`src/rtl/tmr_pkg.sv`:
```
// Package: shared offsets and the per-channel action field layout.
// Assumes the word-address register map described in the brief.
package tmr_pkg;
    localparam int ADR_CTRL  = 0;
    localparam int ADR_PRE   = 1;
    localparam int ADR_MCTL  = 2;
    localparam int ADR_FLAGS = 3;
    localparam int ADR_MR0   = 4;
    localparam int ACT_BITS  = 3;

    // Per-channel action field: bit 0 interrupt, bit 1 clear, bit 2 halt.
    typedef struct packed {
        logic halt;
        logic clr;
        logic irq;
    } ch_act_t;
endpackage

```
`src/rtl/tmr_prescale.sv`:
```
// Prescale counter: counts ticks while running and flags an advance
// when the count reaches the limit. Assumes clr overrides everything.
module tmr_prescale #(
    parameter int W = 32
) (
    input  logic         clk,
    input  logic         rst_n,
    input  logic         run,
    input  logic         tick,
    input  logic         clr,
    input  logic [W-1:0] limit,
    output logic [W-1:0] pc,
    output logic         adv
);
    localparam logic [W-1:0] ONE = {{(W-1){1'b0}}, 1'b1};

    // Advance when the count has reached (or passed) the limit.
    assign adv = run && tick && !clr && (pc >= limit);

    // Count ticks; wrap to zero on each advance.
    always_ff @(posedge clk) begin
        if (!rst_n || clr) begin
            pc <= '0;
        end else if (run && tick) begin
            pc <= adv ? '0 : pc + ONE;
        end
    end

    // a running tick below the limit steps the count by one.
    assert_pc_steps_R2: assert property (@(posedge clk) disable iff (!rst_n)
        $past(run && tick && !clr && (pc < limit)) |-> pc == $past(pc) + ONE);
endmodule

```
`src/rtl/tmr_match_bank.sv`:
```
// Match bank: compares every channel's match value to the counter on an
// advance and gathers the enabled actions. Assumes adv is one cycle wide.
module tmr_match_bank
    import tmr_pkg::*;
#(
    parameter int W      = 32,
    parameter int NUM_CH = 4
) (
    input  logic [W-1:0]                tc,
    input  logic                        adv,
    input  logic [NUM_CH-1:0][W-1:0]    mr,
    input  ch_act_t [NUM_CH-1:0]        act,
    output logic [NUM_CH-1:0]           irq_hit,
    output logic                        any_clr,
    output logic                        any_halt
);
    logic [NUM_CH-1:0] clr_hit;
    logic [NUM_CH-1:0] halt_hit;

    for (genvar i = 0; i < NUM_CH; i++) begin : g_ch
        logic eq;
        // Equality is only meaningful on the advancing cycle.
        assign eq          = adv && (tc == mr[i]);
        assign irq_hit[i]  = eq && act[i].irq;
        assign clr_hit[i]  = eq && act[i].clr;
        assign halt_hit[i] = eq && act[i].halt;
    end

    assign any_clr  = |clr_hit;
    assign any_halt = |halt_hit;
endmodule

```
`src/rtl/tmr_irq_flags.sv`:
```
// Sticky interrupt flags: set by match hits, cleared by write-one.
// Assumes a set and a clear on the same cycle leave the flag set.
module tmr_irq_flags #(
    parameter int NUM_CH = 4
) (
    input  logic              clk,
    input  logic              rst_n,
    input  logic [NUM_CH-1:0] set,
    input  logic [NUM_CH-1:0] clr,
    output logic [NUM_CH-1:0] flags
);
    // Hold each flag until software clears it; a new hit wins.
    always_ff @(posedge clk) begin
        if (!rst_n) begin
            flags <= '0;
        end else begin
            flags <= (flags & ~clr) | set;
        end
    end

    for (genvar i = 0; i < NUM_CH; i++) begin : g_chk
        // a hit always leaves its flag raised.
        assert_flag_set_R4: assert property (@(posedge clk) disable iff (!rst_n)
            $past(set[i]) |-> flags[i]);
        // without hit or clear a flag keeps its value.
        assert_flag_hold_R9: assert property (@(posedge clk) disable iff (!rst_n)
            $past(!set[i] && !clr[i]) |-> flags[i] == $past(flags[i]));
    end
endmodule

```
`src/rtl/timer_match_ctrl.sv`:
```
// Timer with prescaler and match channels that can interrupt, clear or
// halt the counter. Assumes a single write port and a combinational read.
module timer_match_ctrl
    import tmr_pkg::*;
#(
    parameter int W      = 32,
    parameter int NUM_CH = 4,
    parameter int ADDR_W = $clog2(NUM_CH + 6)
) (
    input  logic              clk,
    input  logic              rst_n,
    input  logic              wr_en,
    input  logic [ADDR_W-1:0] wr_addr,
    input  logic [W-1:0]      wr_data,
    input  logic [ADDR_W-1:0] rd_addr,
    output logic [W-1:0]      rd_data,
    input  logic              tick_in,
    output logic [NUM_CH-1:0] irq_ch,
    output logic              irq
);
    localparam int CTL_W = ACT_BITS * NUM_CH;
    localparam logic [ADDR_W-1:0] A_CTRL  = ADDR_W'(ADR_CTRL);
    localparam logic [ADDR_W-1:0] A_PRE   = ADDR_W'(ADR_PRE);
    localparam logic [ADDR_W-1:0] A_MCTL  = ADDR_W'(ADR_MCTL);
    localparam logic [ADDR_W-1:0] A_FLAGS = ADDR_W'(ADR_FLAGS);
    localparam logic [ADDR_W-1:0] A_TC    = ADDR_W'(ADR_MR0 + NUM_CH);
    localparam logic [ADDR_W-1:0] A_PC    = ADDR_W'(ADR_MR0 + NUM_CH + 1);
    localparam logic [W-1:0]      ONE     = {{(W-1){1'b0}}, 1'b1};

    logic                     run_en;
    logic                     clr_hold;
    logic [W-1:0]             pre_lim;
    logic [CTL_W-1:0]         mctl;
    logic [NUM_CH-1:0][W-1:0] mr;
    logic [W-1:0]             tc;
    logic [W-1:0]             pc;
    logic                     adv;
    logic [NUM_CH-1:0]        irq_hit;
    logic                     any_clr;
    logic                     any_halt;
    logic [NUM_CH-1:0]        flag_clr;
    logic [NUM_CH-1:0]        flags;
    logic                     wr_ctrl;

    assign wr_ctrl  = wr_en && (wr_addr == A_CTRL);
    assign flag_clr = (wr_en && (wr_addr == A_FLAGS)) ? wr_data[NUM_CH-1:0] : '0;

    // Control register: software write wins over a hardware halt.
    always_ff @(posedge clk) begin
        if (!rst_n) begin
            run_en   <= 1'b0;
            clr_hold <= 1'b0;
        end else if (wr_ctrl) begin
            run_en   <= wr_data[0];
            clr_hold <= wr_data[1];
        end else if (adv && any_halt) begin
            run_en   <= 1'b0;
        end
    end

    // Prescale limit and match control word (reserved bits not stored).
    always_ff @(posedge clk) begin
        if (!rst_n) begin
            pre_lim <= '0;
            mctl    <= '0;
        end else if (wr_en) begin
            if (wr_addr == A_PRE)  pre_lim <= wr_data;
            if (wr_addr == A_MCTL) mctl    <= wr_data[CTL_W-1:0];
        end
    end

    for (genvar i = 0; i < NUM_CH; i++) begin : g_mr
        localparam logic [ADDR_W-1:0] A_MR = ADDR_W'(ADR_MR0 + i);
        // Match value i: loaded by a write to its own address.
        always_ff @(posedge clk) begin
            if (!rst_n) begin
                mr[i] <= '0;
            end else if (wr_en && (wr_addr == A_MR)) begin
                mr[i] <= wr_data;
            end
        end
    end

    tmr_prescale #(.W(W)) u_pre (
        .clk   (clk),
        .rst_n (rst_n),
        .run   (run_en),
        .tick  (tick_in),
        .clr   (clr_hold),
        .limit (pre_lim),
        .pc    (pc),
        .adv   (adv)
    );

    tmr_match_bank #(.W(W), .NUM_CH(NUM_CH)) u_match (
        .tc       (tc),
        .adv      (adv),
        .mr       (mr),
        .act      (mctl),
        .irq_hit  (irq_hit),
        .any_clr  (any_clr),
        .any_halt (any_halt)
    );

    tmr_irq_flags #(.NUM_CH(NUM_CH)) u_flags (
        .clk   (clk),
        .rst_n (rst_n),
        .set   (irq_hit),
        .clr   (flag_clr),
        .flags (flags)
    );

    // Timer counter: clear wins, then hold on halt, else increment.
    always_ff @(posedge clk) begin
        if (!rst_n || clr_hold) begin
            tc <= '0;
        end else if (adv) begin
            if (any_clr)       tc <= '0;
            else if (!any_halt) tc <= tc + ONE;
        end
    end

    assign irq_ch = flags;
    assign irq    = |flags;

    // Read mux over the register map.
    always_comb begin
        rd_data = '0;
        if (rd_addr == A_CTRL) begin
            rd_data[0] = run_en;
            rd_data[1] = clr_hold;
        end
        if (rd_addr == A_PRE)   rd_data = pre_lim;
        if (rd_addr == A_MCTL)  rd_data[CTL_W-1:0] = mctl;
        if (rd_addr == A_FLAGS) rd_data[NUM_CH-1:0] = flags;
        if (rd_addr == A_TC)    rd_data = tc;
        if (rd_addr == A_PC)    rd_data = pc;
        for (int i = 0; i < NUM_CH; i++) begin
            if (rd_addr == ADDR_W'(ADR_MR0 + i)) rd_data = mr[i];
        end
    end

    // a halting match with no control write drops run-enable.
    assert_halt_drops_run_R6: assert property (@(posedge clk) disable iff (!rst_n)
        $past(adv && any_halt && !wr_ctrl) |-> !run_en);
    // a clearing match sends the counter to zero.
    assert_match_clears_R5: assert property (@(posedge clk) disable iff (!rst_n)
        $past(adv && any_clr && !clr_hold) |-> tc == '0);
    // a stopped timer keeps its count.
    assert_idle_hold_R3: assert property (@(posedge clk) disable iff (!rst_n)
        $past(!run_en && !clr_hold) |-> tc == $past(tc));
    // clear plus halt leaves zero and a stopped timer.
    assert_clear_halt_R7: assert property (@(posedge clk) disable iff (!rst_n)
        $past(adv && any_clr && any_halt && !wr_ctrl && !clr_hold) |-> (tc == '0) && !run_en);
endmodule

```
`config.mk`:
```
export PLATFORM = sky130hd
export DESIGN_NAME = timer_match_ctrl
export DESIGN_NICKNAME = d
export VERILOG_FILES = /design/src/rtl/tmr_pkg.sv /design/src/rtl/tmr_prescale.sv /design/src/rtl/tmr_match_bank.sv /design/src/rtl/tmr_irq_flags.sv /design/src/rtl/timer_match_ctrl.sv
export SDC_FILE = /design/constraint.sdc
export NUM_CORES = 1
export LEC_CHECK = 0
export BUFFER_PORTS_ARGS = -buffer_cell sky130_fd_sc_hd__buf_2
export CAP_MARGIN = 0
export CORE_UTILIZATION = 56
export CTS_CLUSTER_DIAMETER = 60
export CTS_CLUSTER_SIZE = 25
export DETAILED_ROUTE_END_ITERATION = 6
export GPL_TIMING_DRIVEN = 0
export PLACE_DENSITY = 0.84
export RECOVER_POWER = 50
export SLEW_MARGIN = 40
export SYNTH_ARGS = -nofsm -noshare
export SYNTH_HDL_FRONTEND = slang
export SYNTH_HIERARCHICAL = 1
export SYNTH_SLANG_ARGS = --single-unit
```
`constraint.sdc`:
```
create_clock -name clk -period 4.2 [get_ports clk]
set_input_delay 0.42 -clock clk [delete_from_list [all_inputs] [get_ports clk]]
set_output_delay 0.42 -clock clk [all_outputs]
set_load 0.005 [all_outputs]
```
---- After elaboration in Yosys (flattened, before gate mapping) ----
Index checks and enable logic that the tools add are counted.
W data, S select, Z words.
cells by class
  $add $sub $neg .......................... 2
  $lt $le $gt $ge ......................... 1
  equal/unequal tests ..................... 21
  mux-type cells .......................... 16
  bitwise gates (word level) .............. 3
  reductions and logical operators ........ 38
operator list
  operator                 number
  $mux W32                 10
  $eq A32 B32 Y1           4
  $add A32 B1 Y32 const B  2
  $eq A4 B3 Y1 const B     8
  $ge A32 B32 Y1           1
  $logic_and A1 B1 Y1      26
  $eq A4 B2 Y1 const B     4
  $mux W12                 1
  $reduce_or A4 Y1         3
  $eq A4 B1 Y1 const B     2
  $eq A4 B4 Y1 const B     2
  $logic_not A4 Y1         2
  $mux W4                  2
  $reduce_and A2 Y1        3
  $and A4 B4 Y4            1
  $not A4 Y4               1
  $or A4 B4 Y4             1
  $logic_not A1 Y1         2
  $mux W1                  2
  $mux W2                  1
  $ne A2 B2 Y1 const B     1
  $reduce_bool A2 Y1       1
  $logic_or A1 B1 Y1       1
word-level totals
  register bits ........................... 242
  bits of input ports ..................... 44
  output and inout port bits .............. 37
  word-level logic and storage cells ...... 92

---- Longest topological paths before layout ----
Gate-level depths: netlist (run 1).
  depth in word-level cells ............... 11
  gate-level depth with buffers ........... 18
  mapped depth without buffers ............ 15

---- By module ----
Netlist (run 1), hierarchy kept.
modules (own cells, without submodules)
  module            times used  cells an instance  area each (um2)
  timer_match_ctrl  1           1352               9962.1
  tmr_prescale      1           285                2288.4
  tmr_match_bank    1           223                1661.6
  tmr_irq_flags     1           12                 165.2

---- Worst setup path before layout (run 1) ----
OpenSTA, ideal clock, no wires.
  kind .................................... flip-flop to flip-flop
  start point ............................. register pre_lim[13]
  end point ............................... register tc[24]
  library setup time ...................... 0.072 ns
  data arrival time ....................... 3.989 ns
  slack ................................... 0.139 ns
  cell stages (with the launch flop) ...... 19
  buffers on the path ..................... 3
  period minus slack after synthesis ...... 4.061 ns
  cells stage by stage .................... dfxtp_1 inv_1 ha_1 nand4_1 nor3_2 or4b_1 a31oi_1 o21a_1 nand3_1 nor4_1 nand4_1 o2111ai_1 nor2b_1 buf_6 or3_1 buf_2 buf_2 nor4_2 mux2i_1
between the ends
  cells in the longest elaborated chain, start to end .. 7
  elaborated cells between the ends (all ways) .. 19
  those cells by class .................... order compare (1); eq/ne (1); mux (1); reduce/logical (16)
ends and longest elaborated chain
  element                             line                     text
  start: declaration                  timer_match_ctrl.sv:32   logic [W-1:0] pre_lim;
  start signal: assignment            timer_match_ctrl.sv:67   if (wr_addr == A_PRE) pre_lim <= wr_data;
  $ge A32 B32 Y1 (*)                  tmr_prescale.sv:18       assign adv = run && tick && !clr && (pc >= limit);
  $logic_and A1 B1 Y1 (*)             tmr_prescale.sv:18
  named net adv                       timer_match_ctrl.sv:37   logic adv;
  $logic_and A1 B1 Y1                 tmr_match_bank.sv:23     assign eq = adv && (tc == mr[i]);
  $logic_and A1 B1 Y1                 tmr_match_bank.sv:25     assign clr_hit[i] = eq && act[i].clr;
  $reduce_or A4 Y1 (*)                tmr_match_bank.sv:29     assign any_clr = |clr_hit;
  named net any_clr                   timer_match_ctrl.sv:39   logic any_clr;
  $ne A2 B2 Y1 (no source line)       -
  $reduce_and A2 Y1 (no source line)  -
  end signal: assignment              timer_match_ctrl.sv:119  else if (!any_halt) tc <= tc + ONE;
  end: declaration                    timer_match_ctrl.sv:35   logic [W-1:0] tc;
The timed path passes the listed nets; every way through them passes the cells marked *.
A chain may end at the register's enable or synchronous reset.

---- Worst setup path in the final report (run 1) ----
  start point ............................. register u_pre.pc[15]
  end point ............................... register tc[18]
between the ends
  cells in the longest elaborated chain, start to end .. 7
  elaborated cells between the ends (all ways) .. 19
  those cells by class .................... order compare (1); eq/ne (1); mux (1); reduce/logical (16)
ends and longest elaborated chain
  element                             line                    text
  start: declaration                  tmr_prescale.sv:12      output logic [W-1:0] pc,
  start signal: assignment            tmr_prescale.sv:25      pc <= adv ? '0 : pc + ONE;
  $ge A32 B32 Y1 (*)                  tmr_prescale.sv:18
  $logic_and A1 B1 Y1 (*)             tmr_prescale.sv:18
  named net adv                       timer_match_ctrl.sv:37
  $logic_and A1 B1 Y1                 tmr_match_bank.sv:23
  $logic_and A1 B1 Y1                 tmr_match_bank.sv:25
  $reduce_or A4 Y1 (*)                tmr_match_bank.sv:29
  named net any_clr                   timer_match_ctrl.sv:39
  $ne A2 B2 Y1 (no source line)       -
  $reduce_and A2 Y1 (no source line)  -
Marks and branches as above.

==> results.md, run 1 <==
* Outcome: finished, violations left
* Failing checks: negative setup slack
* Setup slack after placement at -1.224 ns
* Lkg Pwr at 5.959 nW
* Clock-pin transition on the worst setup and hold timing paths at 0.08 ns
* Ranking of synthesized cells by area: dfxtp_1, nand2_1, a21oi_1
* Cell area after synthesis at 0.01408 sq mm
* Fin area at 0.01632 sq mm
* I/O pin cnt at 81
* Footprint of the multi-input gates at 0.008778 sq mm
* Tot GR Track Use at 41.86%
* VDD IR max at 0.3224 mV
* Final setup fails at 30
* Post-DP HPWL at 42290 um
* Area fraction of the dominant cell type after synthesis at 34.41%
* Die X-Extent at 160.6 um
* CTS tree: built
* Initial core utilization at 57.55%
* Final ANT Viol Nets at 0
* Die Area at 0.02578 sq mm
* Worst path arrival time at 4.90 ns
* Most frequent cells in the layout: nand2_1, dfxtp_1, a21oi_1
* Largest net degree at the start of global routing at 18
* Worst skew pair latency at 0.55 ns
* Worst Skew at 0.02400 ns
* Final period util at 105.4%
* Antenna diodes at 0
* Wl on met1 at 21930 um
* Overflow after GRT at 0
* Mapped Cells at 1872
* Flip-flop and latch area at 0.004868 sq mm
* Clk buf depth at 3
* # fillers at 2115
* Root buffer cell: clkbuf_16
* CP endpoint kind: flip-flop
* Rel. slew slack at 22.71%
* Worst slew pin tran at 1.157 ns
* Synth Area per Inst at 7.520 sq um
* First drt pass iteration count at 6
* Residual DRC count at 0
* Worst path slowest cell: or4b_4
* Synth Register Bits at 242
* Detail Route met2 WL at 24170 um
* Antenna violations before repair at 1
* Vias per cell at 6.367
* Power Dens Cells at 322.1 mW/mm^2
* Crit Path Max Fanout at 8
* Synth-to-layout area growth at 15.96%
* Worst Hold Class: in -> reg
* Routed len/inst at 24.15 um
* Layout cells sized above 1 at 11.88%
* Max incr delay on CP at 0.51 ns
* Cell taking the most area after synthesis: dfxtp_1
* Req. time, crit path at 4.67 ns
* Most used flip-flop cell after synthesis: dfxtp_1
* Core area at 0.02446 sq mm
* Final setup margin at -0.2263 ns
* WL final at 56380 um
* Max frequency at 225.9 MHz
* Synth warn at 6
* CP dominant cell by count: nand4_1
* Final Util at 66.73%
* Number of flops mapped to enable cells by yosys at 0
* Post-synth cell types at 75
* Die H at 160.6 um
* Crit-path cells: ha_4 -> nand4_1 -> nor3_2 -> or4b_4 -> a31oi_4 -> o21a_4 -> nand3_4 -> nor4_4 -> nand4_1 -> o2111ai_4 -> nor2b_4 -> or3_4 -> buf_8 -> nor4bb_1 -> mux2i_1
* Iter 0 DRT Violations at 2086
* First-pass GRT wire length at 81220 um
* Most common cell after layout, fill and taps aside: nand2_1
* Total power at 5.258 mW
* Vias in the first global route at 13360
* Area post-placement at 0.01490 sq mm
* Port Buffers at 77
* CP startpoint kind: flip-flop
* Final hold violation count at 0
* H-tree Lvls at 1
* Async S/R FF share, synth at 0%
* Total CTS buffers at 25
* Syn nets at 1950
* Site Rows at 57
* Top routing layer used: met5
* Final Max Slew Viols at 0
* Via count at 14870
* Sequential-to-total area share from yosys stat at 34.41%
* Unrepaired setup endpoints after global routing: true
* Max_cap viols at 0
* Nets at 2071
* Critical path type: reg -> reg
* Sink Count at 242
* Routed wl met3 at 6819 um
* GPL Wtd Cong at 1.037
* Shortest period the worst path allows at 4.426 ns
-- layer usage --
metal | vias up | GRT usage [%]
li1 | 6651 | -
met1 | 6980 | 57.05
met2 | 1020 | 62.95
met3 | 214 | 7.283
met4 | 2 | 22.34
met5 | - | 0
-- registers in the layout, summed over array words and instances, names as in the netlist --
signal         cells
mr               128
tc                32
clr_hold           1
run_en             1
u_flags/flags      4
mctl              12
pre_lim           32
u_pre/pc          32
-- metrics by stage --
stage,TNS [ns],hold WS (ns),cells
5_1_grt,-3.023,0.1782,2335
3_3_place_gp,-40.04,0.4609,2273
3_5_place_dp,-30.61,0.4681,2273
2_1_floorplan,0,0.4443,1872
4_1_cts,0,0.1669,2322
6_report,-3.322,0.1771,2335
-- where the power goes --
group	leakage, nW	internal [mW]	switching, mW
logic	3.57	0.143	0.332
clock network	0.430	1.36	1.09
registers	1.96	2.31	0.0249
total	5.96	3.81	1.45
-- final cells by class --
| type | count | share of cell area [%] |
|---|---|---|
| Tap cell | 324 | 2.483 |
| Buffer | 123 | 3.388 |
| Clock buffer | 28 | 4.024 |
| Multi-Input combinational cell | 1429 | 53.77 |
| Timing Repair Buffer | 95 | 3.273 |
| Clock inverter | 17 | 1.464 |
| Sequential cell | 242 | 29.82 |
| Inverter | 77 | 1.771 |
-- cell families after synthesis --
| family | synth area share [%] |
|---|---|
| and+or+nand+nor | 27.26 |
| AOI/OAI and AO/OA | 16.84 |
| DFF | 34.41 |
| buffers and inverters | 5.813 |
| xor gates and xnor gates | 9.439 |
| muxes | 3.209 |
| adders and majority gates | 3.022 |
-- path summary, 6_finish.rpt --
path,startpoint,end,slack [ns],cells after the start
setup reg to reg,u_pre/pc[15]$_SDFFE_PP0P_,tc[18]$_SDFFE_PP0P_,-0.23,15
hold / removal,wr_data[26],mr[58]$_SDFFE_PN0P_,0.18,3
setup / recovery,u_pre/pc[15]$_SDFFE_PP0P_,tc[18]$_SDFFE_PP0P_,-0.23,15
hold reg to reg,pre_lim[31]$_SDFFE_PN0P_,pre_lim[31]$_SDFFE_PN0P_,0.48,2
-- worst max-delay path: cells and delay by family (launching register included) --
kind	cells	cell delay (ns)
adder cells (fa/ha/maj)	1	0.29
multiplexers	1	0.25
buffers and inverters	1	0.15
AND/OR/NAND/NOR	9	2.59
flip-flops	1	0.37
AO/OA/AOI/OAI	3	0.69
-- cells in the mapped netlist (7+ instances only) --
master,number
nor2b_1,15
o21ai_0,60
nor3_1,17
xnor2_1,106
nand2_1,426
nand4_1,42
nand3_1,35
buf_2,12
nand2b_1,29
ha_1,34
and3_1,7
and2_1,16
or4_1,7
clkbuf_1,104
nor4_2,7
o22ai_1,9
inv_1,77
o2bb2ai_1,18
nor4_1,24
dfxtp_1,242
nor2_1,121
xor2_1,42
and4_1,7
a22oi_1,38
mux2i_1,35
a21oi_1,214
-- what timing repair did --
| item | CTS | global route |
|---|---|---|
| gates cloned | 0 | 2 |
| hold buffers | 0 | 0 |
| setup endpoints to repair | 33 | 21 |
| setup buffers | 5 | 12 |
| resized for setup | 35 | 48 |
| pin swaps | 8 | 19 |
Note: power is estimated with default switching activity, not from simulation.
==> run 2, diff against run 1 <==
- SKIP_LAST_GASP: not set -> 1
==> results.md, run 2 (synthesis gave the netlist of run 1 again) <==
* Outcome: finished, violations left
* Failing checks: design-rule violations, negative setup slack
* Max frequency at 226.2 MHz
* Worst path arrival time at 4.83 ns
* Most common cell after layout, fill and taps aside: nand2_1
* Vias in the first global route at 13360
* Tot GR Track Use at 41.86%
* Sink Count at 242
* Max incr delay on CP at 0.51 ns
* Worst path slowest cell: or4b_4
* Comb pwr share at 9.0%
* Largest Register: mr
* Final setup fails at 30
* Post-DP HPWL at 42290 um
* Worst slew pin tran at 1.132 ns
* Seq pwr share at 44.4%
* Nets at 2071
* VDD IR max at 0.3219 mV
* Die Area at 0.02578 sq mm
* Clock-pin transition on the worst setup and hold timing paths at 0.07 ns
* Final hold slack at 0.1780 ns
* Crit-path cells: ha_4 -> nand4_1 -> nor3_2 -> or4b_4 -> a31oi_4 -> o21a_4 -> nand3_4 -> nor4_4 -> nand4_1 -> o2111ai_4 -> buf_4 -> buf_4 -> a211o_1 -> clkbuf_1 -> a21oi_1
* Largest net degree at the start of global routing at 18
* Core area at 0.02446 sq mm
* Lkg Pwr at 5.925 nW
* Shortest period the worst path allows at 4.420 ns
* Worst skew pair latency at 0.55 ns
* Routed len/inst at 24.22 um
* Rel. slew slack at 24.40%
* Total CTS buffers at 25
* Final Max Slew Viols at 0
* Port Buffers at 77
* GPL Wtd Cong at 1.037
* First drt pass iteration count at 7
* Vias per cell at 6.376
* P_int at 3.811 mW
* CP endpoint kind: flip-flop
* Clock group share of total power at 46.6%
* Max_cap viols at 0
* Initial core utilization at 57.55%
* Final setup margin at -0.2200 ns
* Site Rows at 57
* Residual DRC count at 1
* Unrepaired setup endpoints after global routing: true
* Req. time, crit path at 4.61 ns
* Overflow after GRT at 0
* CP startpoint kind: flip-flop
* Final period util at 105.2%
* Switching share of power at 27.57%
* Power Dens Cells at 322.7 mW/mm^2
* Final hold violation count at 0
* Final ANT Viol Nets at 0
* Placed cells at 2273
* Worst Skew at 0.02278 ns
* Antenna diodes at 0
* Worst Hold Class: in -> reg
* Most frequent cells in the layout: nand2_1, dfxtp_1, a21oi_1
* Number of flip-flops in the largest register at 128
* Synth-to-layout area growth at 15.84%
* Die X-Extent at 160.6 um
* I/O pin cnt at 81
* Hold_buf cts at 0
* Crit Path Max Fanout at 10
* WL final at 56560 um
* CTS tree: built
* Antenna violations before repair at 1
* Iter 0 DRT Violations at 2171
* Non-Filler Instances at 2335
* Via count at 14890
* Die H at 160.6 um
* Net load switching power at 1.451 mW
* Root buffer cell: clkbuf_16
* First-pass GRT wire length at 81220 um
* Clk buf depth at 3
* Layout cells sized above 1 at 11.88%
* Critical path type: reg -> reg
* H-tree Lvls at 1
-- run 2: cell counts in the layout (fill, tap and decap cells not counted) --
No cell type changed its count.
-- run 2: critical path, delay by kind of cell (launching register included) --
kind | cells | cell delay (ns)
compound gates | 5 | 1.12
fa+ha+maj | 1 | 0.29
buf+inv | 3 | 0.79
flops | 1 | 0.37
simple gates | 6 | 1.70
-- run 2: metal layers --
metal  share of wire [%]  vias up  wire length [um]  GRT usage (%)
li1                    -     6635                 -              -
met3                  12      245              6525          7.283
met1                  39     6990             22190          57.05
met2                  43     1016             24200          62.95
met4                 6.4        2              3635          22.34
met5               0.014        -                 8              0
-- run 2: power groups by stage --
stage	Combinational (mW)	Sequential (mW)	Clock, mW
2_1_floorplan	0.242	2.38	0
3_3_place_gp	0.428	2.39	0
3_5_place_dp	0.434	2.39	0
4_1_cts	0.446	2.34	2.44
5_1_grt	0.494	2.34	2.53
6_report	0.474	2.34	2.45
-- run 2: final cells by class --
class | instances | area (sq um)
clock inverter | 17 | 239.0
fill | 2123 | 8155
inverter | 77 | 289.0
clock buffer | 28 | 656.9
multi-input combinational | 1429 | 8761
tap | 324 | 405.4
timing repair buffer | 95 | 534.3
buffer | 123 | 553.0
sequential | 242 | 4868
-- run 2: path summary, 6_finish.rpt --
path	cells past startpoint	endpoint	slack [ns]	startpoint
min reg2reg	2	pre_lim[31]$_SDFFE_PN0P_	0.47	pre_lim[31]$_SDFFE_PN0P_
max	15	tc[14]$_SDFFE_PP0P_	-0.22	u_pre/pc[15]$_SDFFE_PP0P_
max reg2reg	15	tc[14]$_SDFFE_PP0P_	-0.22	u_pre/pc[15]$_SDFFE_PP0P_
min	3	mr[59]$_SDFFE_PN0P_	0.18	wr_data[27]
-- run 2: stage by stage --
step	power [mW]	setup TNS (ns)	util [%]	instance area [sq um]	setup slack, ns
5_1_grt	5.363	-3.258	66.66	16310	-0.1906
4_1_cts	5.220	0	65.50	16020	0.0001292
6_report	5.262	-3.297	66.66	16310	-0.2200
2_1_floorplan	2.624	0	-	14080	0.1391
3_5_place_dp	2.825	-30.61	60.91	14900	-1.224
3_3_place_gp	2.818	-40.04	60.78	14870	-1.477
-- run 2: what timing repair did --
item | CTS | global route
cloned | 0 | 2
pin swaps | 8 | 19
resized for setup | 35 | 46
setup endpoints to repair | 33 | 21
setup buffers | 5 | 12
